[src/rtl/ata_devif_pkg.sv]
package ata_devif_pkg;

    localparam int ADDR_W   = 3;
    localparam int BYTE_W   = 8;
    localparam int DEV_BIT  = 4;   // drive-select bit in device register
    localparam int NIEN_BIT = 1;   // interrupt disable in device control
    localparam int SRST_BIT = 2;   // software reset in device control
    localparam int BSY_BIT  = 7;   // busy flag in status

    typedef enum logic [3:0] {
        SEL_NONE,
        SEL_DATA,
        SEL_ERRFEAT,
        SEL_COUNT,
        SEL_LBA0,
        SEL_LBA1,
        SEL_LBA2,
        SEL_DEVICE,
        SEL_STATCMD,
        SEL_ALTCTL
    } regsel_e;

    typedef struct packed {
        logic [BYTE_W-1:0] device;
        logic [BYTE_W-1:0] lba2;
        logic [BYTE_W-1:0] lba1;
        logic [BYTE_W-1:0] lba0;
        logic [BYTE_W-1:0] count;
        logic [BYTE_W-1:0] feat;
    } taskfile_t;

endpackage

[src/rtl/ata_sync_chain.sv]
module ata_sync_chain #(
    parameter int            W       = 8,
    parameter int            STAGES  = 2,
    parameter logic [W-1:0]  RST_VAL = '0
) (
    input  logic         clk,
    input  logic         rst_n,
    input  logic [W-1:0] async_i,
    output logic [W-1:0] sync_o
);

    logic [W-1:0] chain_d [STAGES];
    logic [W-1:0] chain_q [STAGES];

    always_comb begin
        chain_d[0] = async_i;
        for (int i = 1; i < STAGES; i++) begin
            chain_d[i] = chain_q[i-1];
        end
    end

    always_ff @(posedge clk or negedge rst_n) begin
        if (!rst_n) begin
            for (int i = 0; i < STAGES; i++) begin
                chain_q[i] <= RST_VAL;
            end
        end else begin
            for (int i = 0; i < STAGES; i++) begin
                chain_q[i] <= chain_d[i];
            end
        end
    end

    assign sync_o = chain_q[STAGES-1];

endmodule

[src/rtl/ata_reg_decode.sv]
module ata_reg_decode
    import ata_devif_pkg::*;
(
    input  logic              cs0_n,
    input  logic              cs1_n,
    input  logic [ADDR_W-1:0] addr,
    output regsel_e           sel
);

    always_comb begin
        sel = SEL_NONE;
        if (!cs0_n && cs1_n) begin
            case (addr)
                3'd0:    sel = SEL_DATA;
                3'd1:    sel = SEL_ERRFEAT;
                3'd2:    sel = SEL_COUNT;
                3'd3:    sel = SEL_LBA0;
                3'd4:    sel = SEL_LBA1;
                3'd5:    sel = SEL_LBA2;
                3'd6:    sel = SEL_DEVICE;
                default: sel = SEL_STATCMD;
            endcase
        end else if (cs0_n && !cs1_n && addr == 3'd6) begin
            sel = SEL_ALTCTL;
        end
    end

endmodule

[src/rtl/ata_irq_ctrl.sv]
module ata_irq_ctrl (
    input  logic clk,
    input  logic rst_n,
    input  logic set_i,
    input  logic clr_i,
    input  logic srst_i,
    output logic pend_o
);

    logic pend_d, pend_q;

    always_comb begin
        pend_d = pend_q;
        if (srst_i) begin
            pend_d = 1'b0;
        end else if (set_i) begin
            pend_d = 1'b1;           // a new request beats a same-cycle clear
        end else if (clr_i) begin
            pend_d = 1'b0;
        end
    end

    always_ff @(posedge clk or negedge rst_n) begin
        if (!rst_n) pend_q <= 1'b0;
        else        pend_q <= pend_d;
    end

    assign pend_o = pend_q;

    p_clear_r6: assert property (@(posedge clk) disable iff (!rst_n)
        (clr_i && !set_i) |=> !pend_o)
        else $error("p_clear_r6");

    p_set_wins_r9: assert property (@(posedge clk) disable iff (!rst_n)
        (set_i && !srst_i) |=> pend_o)
        else $error("p_set_wins_r9");

    p_srst_clears_r11: assert property (@(posedge clk) disable iff (!rst_n)
        srst_i |=> !pend_o)
        else $error("p_srst_clears_r11");

endmodule

[src/rtl/ata_pio_devif.sv]
module ata_pio_devif
    import ata_devif_pkg::*;
#(
    parameter int DW          = 16,
    parameter int SYNC_STAGES = 2
) (
    input  logic              clk,
    input  logic              rst_n,
    input  logic              cfg_slave,
    input  logic              hst_cs0_n,
    input  logic              hst_cs1_n,
    input  logic [ADDR_W-1:0] hst_addr,
    input  logic              hst_rd_n,
    input  logic              hst_wr_n,
    input  logic [DW-1:0]     hst_data_i,
    output logic [DW-1:0]     hst_data_o,
    output logic              hst_data_oe,
    output logic              hst_rdy,
    output logic              hst_w16_n,
    output logic              hst_irq,
    output logic              hst_irq_oe,
    input  logic [BYTE_W-1:0] core_stat,
    input  logic [BYTE_W-1:0] core_err,
    input  logic              core_irq_set,
    output logic              cmd_stb,
    output logic [BYTE_W-1:0] cmd_code,
    output logic [47:0]       tf_regs,
    input  logic [DW-1:0]     dp_rd_word,
    input  logic              dp_rd_avail,
    output logic              dp_rd_take,
    output logic [DW-1:0]     dp_wr_word,
    output logic              dp_wr_stb,
    input  logic              dp_wr_room
);

    localparam int SYNC_W = 4 + ADDR_W + DW;
    localparam logic [SYNC_W-1:0] SYNC_RST = {4'hF, {ADDR_W{1'b0}}, {DW{1'b0}}};

    typedef struct packed {
        taskfile_t         tf;
        logic              nien;
        logic              srst;
        logic              prev_rd_n;
        logic              prev_wr_n;
        logic [DW-1:0]     wdat;
        logic [DW-1:0]     rdat;
        logic              oe;
        logic              rdy;
        logic              w16_n;
        logic              cmd_stb;
        logic [BYTE_W-1:0] cmd;
        logic              dp_wr_stb;
        logic [DW-1:0]     dp_wr_word;
        logic              dp_rd_take;
    } state_t;

    state_t st_d, st_q;

    // ---- synchronised host pins; data rides the same delay line ----
    logic [SYNC_W-1:0] s_vec;
    logic              s_rd_n, s_wr_n, s_cs1_n, s_cs0_n;
    logic [ADDR_W-1:0] s_addr;
    logic [DW-1:0]     s_data;

    ata_sync_chain #(
        .W       (SYNC_W),
        .STAGES  (SYNC_STAGES),
        .RST_VAL (SYNC_RST)
    ) u_sync (
        .clk     (clk),
        .rst_n   (rst_n),
        .async_i ({hst_rd_n, hst_wr_n, hst_cs1_n, hst_cs0_n, hst_addr, hst_data_i}),
        .sync_o  (s_vec)
    );

    assign {s_rd_n, s_wr_n, s_cs1_n, s_cs0_n, s_addr, s_data} = s_vec;

    regsel_e sel;

    ata_reg_decode u_dec (
        .cs0_n (s_cs0_n),
        .cs1_n (s_cs1_n),
        .addr  (s_addr),
        .sel   (sel)
    );

    function automatic logic [DW-1:0] zx(input logic [BYTE_W-1:0] b);
        return {{(DW-BYTE_W){1'b0}}, b};
    endfunction

    logic              rd_rise, wr_rise, dev_match, dp_hit, stat_clr, irq_pend;
    logic [BYTE_W-1:0] stat_byte;
    logic [DW-1:0]     rd_mux;

    always_comb begin
        rd_rise   = s_rd_n && !st_q.prev_rd_n;
        wr_rise   = s_wr_n && !st_q.prev_wr_n;
        dev_match = (st_q.tf.device[DEV_BIT] == cfg_slave);
        dp_hit    = (sel == SEL_DATA) && dev_match;
        stat_byte = core_stat;
        if (st_q.srst) stat_byte[BSY_BIT] = 1'b1;
        stat_clr  = (sel == SEL_STATCMD) && dev_match && (rd_rise || wr_rise);

        case (sel)
            SEL_DATA:    rd_mux = dp_rd_word;
            SEL_ERRFEAT: rd_mux = zx(core_err);
            SEL_COUNT:   rd_mux = zx(st_q.tf.count);
            SEL_LBA0:    rd_mux = zx(st_q.tf.lba0);
            SEL_LBA1:    rd_mux = zx(st_q.tf.lba1);
            SEL_LBA2:    rd_mux = zx(st_q.tf.lba2);
            SEL_DEVICE:  rd_mux = zx(st_q.tf.device);
            SEL_STATCMD,
            SEL_ALTCTL:  rd_mux = zx(stat_byte);
            default:     rd_mux = '0;
        endcase
    end

    always_comb begin
        st_d            = st_q;
        st_d.cmd_stb    = 1'b0;
        st_d.dp_wr_stb  = 1'b0;
        st_d.dp_rd_take = 1'b0;
        st_d.prev_rd_n  = s_rd_n;
        st_d.prev_wr_n  = s_wr_n;

        if (!s_wr_n) st_d.wdat = s_data;

        st_d.oe    = !s_rd_n && (sel != SEL_NONE) && dev_match;
        st_d.rdat  = st_d.oe ? rd_mux : '0;
        st_d.w16_n = !(dp_hit && (!s_rd_n || !s_wr_n));
        st_d.rdy   = !(dp_hit && ((!s_rd_n && !dp_rd_avail) ||
                                  (!s_wr_n && !dp_wr_room)));

        if (rd_rise && dp_hit) st_d.dp_rd_take = 1'b1;

        if (wr_rise) begin
            case (sel)
                SEL_ERRFEAT: st_d.tf.feat   = st_q.wdat[BYTE_W-1:0];
                SEL_COUNT:   st_d.tf.count  = st_q.wdat[BYTE_W-1:0];
                SEL_LBA0:    st_d.tf.lba0   = st_q.wdat[BYTE_W-1:0];
                SEL_LBA1:    st_d.tf.lba1   = st_q.wdat[BYTE_W-1:0];
                SEL_LBA2:    st_d.tf.lba2   = st_q.wdat[BYTE_W-1:0];
                SEL_DEVICE:  st_d.tf.device = st_q.wdat[BYTE_W-1:0];
                SEL_STATCMD: begin
                    if (dev_match) begin
                        st_d.cmd_stb = 1'b1;
                        st_d.cmd     = st_q.wdat[BYTE_W-1:0];
                    end
                end
                SEL_ALTCTL: begin
                    st_d.nien = st_q.wdat[NIEN_BIT];
                    st_d.srst = st_q.wdat[SRST_BIT];
                end
                SEL_DATA: begin
                    if (dev_match) begin
                        st_d.dp_wr_stb  = 1'b1;
                        st_d.dp_wr_word = st_q.wdat;
                    end
                end
                default: ;
            endcase
        end
    end

    always_ff @(posedge clk or negedge rst_n) begin
        if (!rst_n) begin
            st_q           <= '0;
            st_q.prev_rd_n <= 1'b1;
            st_q.prev_wr_n <= 1'b1;
            st_q.rdy       <= 1'b1;
            st_q.w16_n     <= 1'b1;
        end else begin
            st_q <= st_d;
        end
    end

    ata_irq_ctrl u_irq (
        .clk    (clk),
        .rst_n  (rst_n),
        .set_i  (core_irq_set),
        .clr_i  (stat_clr),
        .srst_i (st_q.srst),
        .pend_o (irq_pend)
    );

    assign hst_data_o  = st_q.rdat;
    assign hst_data_oe = st_q.oe;
    assign hst_rdy     = st_q.rdy;
    assign hst_w16_n   = st_q.w16_n;
    assign hst_irq     = irq_pend;
    assign hst_irq_oe  = !st_q.nien;
    assign cmd_stb     = st_q.cmd_stb;
    assign cmd_code    = st_q.cmd;
    assign tf_regs     = st_q.tf;
    assign dp_rd_take  = st_q.dp_rd_take;
    assign dp_wr_stb   = st_q.dp_wr_stb;
    assign dp_wr_word  = st_q.dp_wr_word;

    // ---- assertions ----
    p_tf_hold_r2: assert property (@(posedge clk) disable iff (!rst_n)
        !wr_rise |=> $stable(st_q.tf))
        else $error("p_tf_hold_r2");

    p_oe_drops_r3: assert property (@(posedge clk) disable iff (!rst_n)
        rd_rise |=> !hst_data_oe)
        else $error("p_oe_drops_r3");

    p_rdy_dp_only_r4: assert property (@(posedge clk) disable iff (!rst_n)
        !hst_rdy |-> !hst_w16_n)
        else $error("p_rdy_dp_only_r4");

    p_reg_upper_zero_r5: assert property (@(posedge clk) disable iff (!rst_n)
        (hst_data_oe && hst_w16_n) |-> (hst_data_o[DW-1:BYTE_W] == '0))
        else $error("p_reg_upper_zero_r5");

    p_cmd_needs_match_r12: assert property (@(posedge clk) disable iff (!rst_n)
        cmd_stb |-> $past(st_q.tf.device[DEV_BIT] == cfg_slave))
        else $error("p_cmd_needs_match_r12");

endmodule

[config.mk]
export PLATFORM = sky130hd
export DESIGN_NAME = ata_pio_devif
export DESIGN_NICKNAME = d
export VERILOG_FILES = /design/src/rtl/ata_devif_pkg.sv /design/src/rtl/ata_sync_chain.sv /design/src/rtl/ata_reg_decode.sv /design/src/rtl/ata_irq_ctrl.sv /design/src/rtl/ata_pio_devif.sv
export SDC_FILE = /design/constraint.sdc
export NUM_CORES = 1
export LEC_CHECK = 0
export ABC_AREA = 1
export ABC_CLOCK_PERIOD_IN_PS = 3700
export BUFFER_PORTS_ARGS = -buffer_cell sky130_fd_sc_hd__buf_2
export CAP_MARGIN = 30
export CORE_MARGIN = 3
export CORE_UTILIZATION = 39
export CTS_CLUSTER_DIAMETER = 50
export DETAILED_ROUTE_END_ITERATION = 10
export GPL_ROUTABILITY_DRIVEN = 1
export GPL_TIMING_DRIVEN = 0
export PLACE_DENSITY = 0.57
export SYNTH_ARGS = -nofsm -noshare
export SYNTH_HDL_FRONTEND = slang
export SYNTH_HIERARCHICAL = 1
export SYNTH_SLANG_ARGS = --single-unit
export TNS_END_PERCENT = 1
[constraint.sdc]
create_clock -name clk -period 3.7 [get_ports clk]
set_input_delay 0.74 -clock clk [delete_from_list [all_inputs] [get_ports clk]]
set_output_delay 0.74 -clock clk [all_outputs]
set_load 0.01 [all_outputs]
Word level (Yosys, flattened, before mapping):

Cells that the tools add are included.

* add/subtract/negate cells: 0
* $mul: 0
* div/mod/pow operators: 0
* $lt $le $gt $ge: 0
* equality and inequality tests: 16
* shifts and indexed selects: 0
* multiplexer cells: 15
* bitwise gates (word level): 0
* reduce and logical (&&, ||, !) cells: 42

Operators with widths (count)
* $pmux 16 s8: 1
* $mux 17: 2
* $pmux 4 s7: 1
* $mux 26: 1
* $mux 9: 2
* $eq 4x3->1 const B: 4
* $mux 16: 1
* $logic_and 1x1->1: 15
* $reduce_and 2->1: 7
* $logic_not 1->1: 11
* $eq 3x3->1 const B: 3
* $eq 4x2->1 const B: 2
* $eq 4x4->1 const B: 2
* $mux 4: 2
* $eq 3x2->1 const B: 2
* $reduce_and 3->1: 2
* $mux 1: 5
* $eq 4x1->1 const B: 1
* $reduce_bool 4->1: 1
* $eq 3x1->1 const B: 1
* $logic_not 3->1: 1
* $logic_or 1x1->1: 3
* $reduce_bool 3->1: 1
* $reduce_or 2->1: 1
* $eq 1x1->1: 1

* bits in registers: 161
* bits in latches: 0
* bits in writable memories: 0
* bits in read-only memories: 0
* input port bits: 61
* output and inout port bits: 96
* logic and storage cells: 96
* memories kept: 0

Logic depth before layout (Yosys ltp):

* word-level depth: 11
* depth in mapped cells: 15
* gate-level depth less buffers: 14

Modules after synthesis:

The synthesis kept the hierarchy.

Modules (own cells, without submodules)
* ata_pio_devif: instances 1, cells each 604, area each 5605.4 um2, seq. area each 2857.7 um2
* ata_sync_chain: instances 1, cells each 46, area each 1161.1 um2, seq. area each 1161.1 um2
* ata_reg_decode: instances 1, cells each 31, area each 183.9 um2, seq. area each 0.0 um2
* ata_irq_ctrl: instances 1, cells each 5, area each 45.0 um2, seq. area each 25.0 um2

Least setup slack after synthesis:

Ideal clock, no wire load.

* path kind: register -> register
* start: register u_sync.chain_q, in the netlist u_sync/sync_o[16]
* end: register st_q, in the netlist hst_data_o[4]
* library setup time: 0.137 ns
* data arrival time: 1.975 ns
* data required time: 3.563 ns
* path slack: 1.587 ns
* cell stages (with the launch flop): 16
* path buffers: 1
* cell sequence: dfrtp_1 inv_1 ha_1 nand2_1 nand2_2 nor2_4 nand2_1 nand2_1 nand2_1 nand2_1 clkinv_1 buf_4 nand3_1 nand2_1 nor2_1 a21oi_1

RTL lines
* from (decl): RTL line ata_sync_chain.sv:13 `logic [W-1:0] chain_q [STAGES];`
* from (signal, indexed assignment): RTL line ata_sync_chain.sv:29 `chain_q[i] <= chain_d[i];`
* to (signal assigned): RTL line ata_pio_devif.sv:173 `st_q <= st_d;`
* to (decl): RTL line ata_pio_devif.sv:57 `state_t st_d, st_q;`

==> impl_metrics.json <==
{
  "outcome": "finished, final reports clean",
  "cp-end-kind": "flop",
  "startpoint_type": "flop",
  "synth-seq-cells": 161,
  "fmax_ghz": 0.407,
  "htree_num_levels": 4,
  "grt.met2_usage": 0.277,
  "rsz0062_at_grt": "no",
  "fp.dieArea_sq_um": 19600,
  "max_slew.worst_pin.slew_ns": 0.579,
  "synth_xor_area_frac": 0.00393,
  "p_per_area_nw_per_um2": 492,
  "top_usage_layer": "met2",
  "fill_cells": 1691,
  "wl_um": 16400,
  "grt_pass1_wl_um": 26600,
  "synthMuxAreaShare": 0,
  "drv_slew": 0,
  "antenna_found_initial": 0,
  "worstSetupPathType": "flop to flop",
  "clockRootBuffer": "clkbuf_16",
  "post_cts_buffers": 0,
  "yosysUniqueCellTypes": 35,
  "crit_fanout": 10,
  "first_pass_iters": 5,
  "die_w_um": 140,
  "core.rowCount": 48,
  "synthArstFlopShare": 1.00,
  "clk_latency_ns": 0.42,
  "drc": 0,
  "synth_ff_type": "dfrtp_1",
  "vdd_drop_max_v": 0.000335,
  "initial_core_util": 0.402,
  "met3_usage": 0.0345,
  "synth_top_family_by_area": "simple AND/OR/NAND/NOR gates",
  "synthTopCellsByCount": "dfrtp_1 (149), nand2_1 (137), buf_4 (90)",
  "yosys_warnings": 6,
  "avgSynthCellArea_sq_um": 10.2,
  "first_global_vias": 4893,
  "gr-usage-all-layers": 0.173,
  "synth_most_common_cell": "dfrtp_1",
  "cap_viol_max_count": 0,
  "yosys.area_share.simple": 0.181,
  "setup_viol": 0,
  "synth_area_sq_um": 7000,
  "place_congestion": 0.885,
  "io_buffers": 156,
  "place.detailed.hpwl_um": 11800,
  "rrSetupSlack_ns": 1.24,
  "num_vias": 4944,
  "fin_hold_ws_ns": 0.271,
  "synth-edff-count": 0,
  "cts_buffers": 17,
  "area_delta_synth_final_pct": 23.3,
  "setup_ws_ns": 1.24,
  "cts_tree": "yes",
  "fin_nets": 928,
  "setup_tns_ns": 0,
  "fin_crit_sh": 0.664,
  "netlist.area_leader.share": 0.533,
  "grt_max_degree": 94,
  "relSlewSlack": 0.613,
  "grtUsageMet1": 0.237,
  "wl_per_cell_um": 15.0,
  "synthAdderAreaFrac": 0.00894,
  "p_leak_nw": 4.62,
  "synth_compound_area_frac": 0.0846,
  "coreArea_sq_um": 17400,
  "postCtsHoldBufs": 0,
  "hold_class": "input port to async pin",
  "finalHoldViolations": 0,
  "crit_arrival_ns": 2.72,
  "fin_worst_skew_ns": 0.00806,
  "synthCells": 686,
  "cp_data_required_time_ns": 3.96,
  "io_pins": 157,
  "synthesis.nets": 752,
  "synth_area_leader_cell": "dfrtp_1",
  "pre_cts_ws_ns": 1.23,
  "drive_gt1_frac": 0.400,
  "cts_sinks": 161,
  "grt_overflow": 0,
  "cts_resized": 0,
  "cts.clk_slew.worst_paths_ns": 0.06,
  "n_antenna_cell": 0,
  "p_total_mw": 4.24,
  "min_period_ns": 2.46,
  "via_per_inst": 4.49,
  "ys_seq_area_frac": 0.578,
  "die_h_um": 140,
  "drt_iter0_drc": 255,
  "clockBufferDepth": 2,
  "netlist_top_cells_area": "dfrtp_1 (53%), buf_4 (9.7%), nand2_1 (7.4%)",
  "ant_nets": 0
}
==> cell usage in the layout, fill, tap and decap left out, drive strengths merged <==
master / count
nand3: 72
and3: 1
ha: 5
clkinv: 8
o211ai: 1
clkinvlp: 2
o21ai: 92
or2: 1
nand4: 2
xnor2: 1
clkbuf: 25
inv: 45
and2: 1
nand3b: 1
dfstp: 12
o22ai: 1
dfrtp: 149
nor2: 39
a21oi: 9
nor3: 1
buf: 265
nand2: 142
==> per-stage QoR <==
stage	area (sq um)	utilization	cells
floorplan	7000	-	686
global placement	8060	0.463	1067
detailed placement	8100	0.465	1068
CTS	8620	0.495	1100
global route	8620	0.495	1100
finish	8620	0.495	1100
==> metal layers <==
metal / wire, um / vias to the layer above / share of wire
met2: 7750 / 142 / 0.47
met5: 0 / - / 0
met3: 840 / 23 / 0.051
met1: 7540 / 2307 / 0.46
li1: - / 2472 / -
met4: 312 / 0 / 0.019
==> kinds of logic (layout without fill, tap and decap cells) <==
kind of cell / Yosys count / after routing
AOI/OAI and AO/OA: 103 / 103
adders and majority gates: 5 / 5
xor gates and xnor gates: 1 / 1
DFF: 161 / 161
and+or+nand+nor: 260 / 260
buffers and inverters: 156 / 345
==> flip-flops by register name, indices dropped and copies added (netlist names) <==
signal and flops:
tf_regs 48, u_sync/chain_d 23, u_sync/sync_o 23, st_q 20, dp_wr_word 16, hst_data_o 16, cmd_code 8, cmd_stb 1
dp_rd_take 1, dp_wr_stb 1, hst_data_oe 1, hst_rdy 1, hst_w16_n 1, u_irq/pend_o 1
==> cell type report <==
type                    count  area [sq um]  area share
plain buffers             110           828      0.0960
clock buffers              23           468      0.0543
clock inverters             9          61.3     0.00711
inverters                  46           175      0.0203
multi-input cells         369          1950       0.226
flip-flops and latches    161          4040       0.469
well taps                 225           282      0.0326
repair buffers            157           818      0.0949
==> power breakdown <==
part	leakage [nW]	switching (mW)	internal, mW
Combinational	2.31	0.354	0.315
Clock	0.257	0.673	0.891
Sequential	2.05	0.0903	1.92
Total	4.62	1.12	3.12
==> final timing paths <==
path	start	to	cells after the start
max	u_sync/sync_o[16]	hst_data_o[2]	15
min	rst_n	u_sync/chain_d[15]	1
max reg2reg	u_sync/sync_o[16]	hst_data_o[2]	15
min reg2reg	u_sync/chain_d[8]	u_sync/sync_o[8]	0
max in group asynchronous	rst_n	tf_regs[14]	2
min in group clk	u_sync/chain_d[8]	u_sync/sync_o[8]	0
==> worst max-delay path, stage by stage (launching register included) <==
cell and delay (ns):
dfrtp_1 0.37, inv_1 0.08, ha_1 0.23, nor2_1 0.13
nand2_1 0.06, nand2_1 0.08, nand2_1 0.05, nand2_1 0.05
nand2_1 0.18, nand2_1 0.12, clkinv_1 0.30, buf_4 0.31
nand3_1 0.09, nand2_1 0.05, nor2_1 0.10, a21oi_1 0.09
No activity file was read; power rests on OpenSTA's default activity.
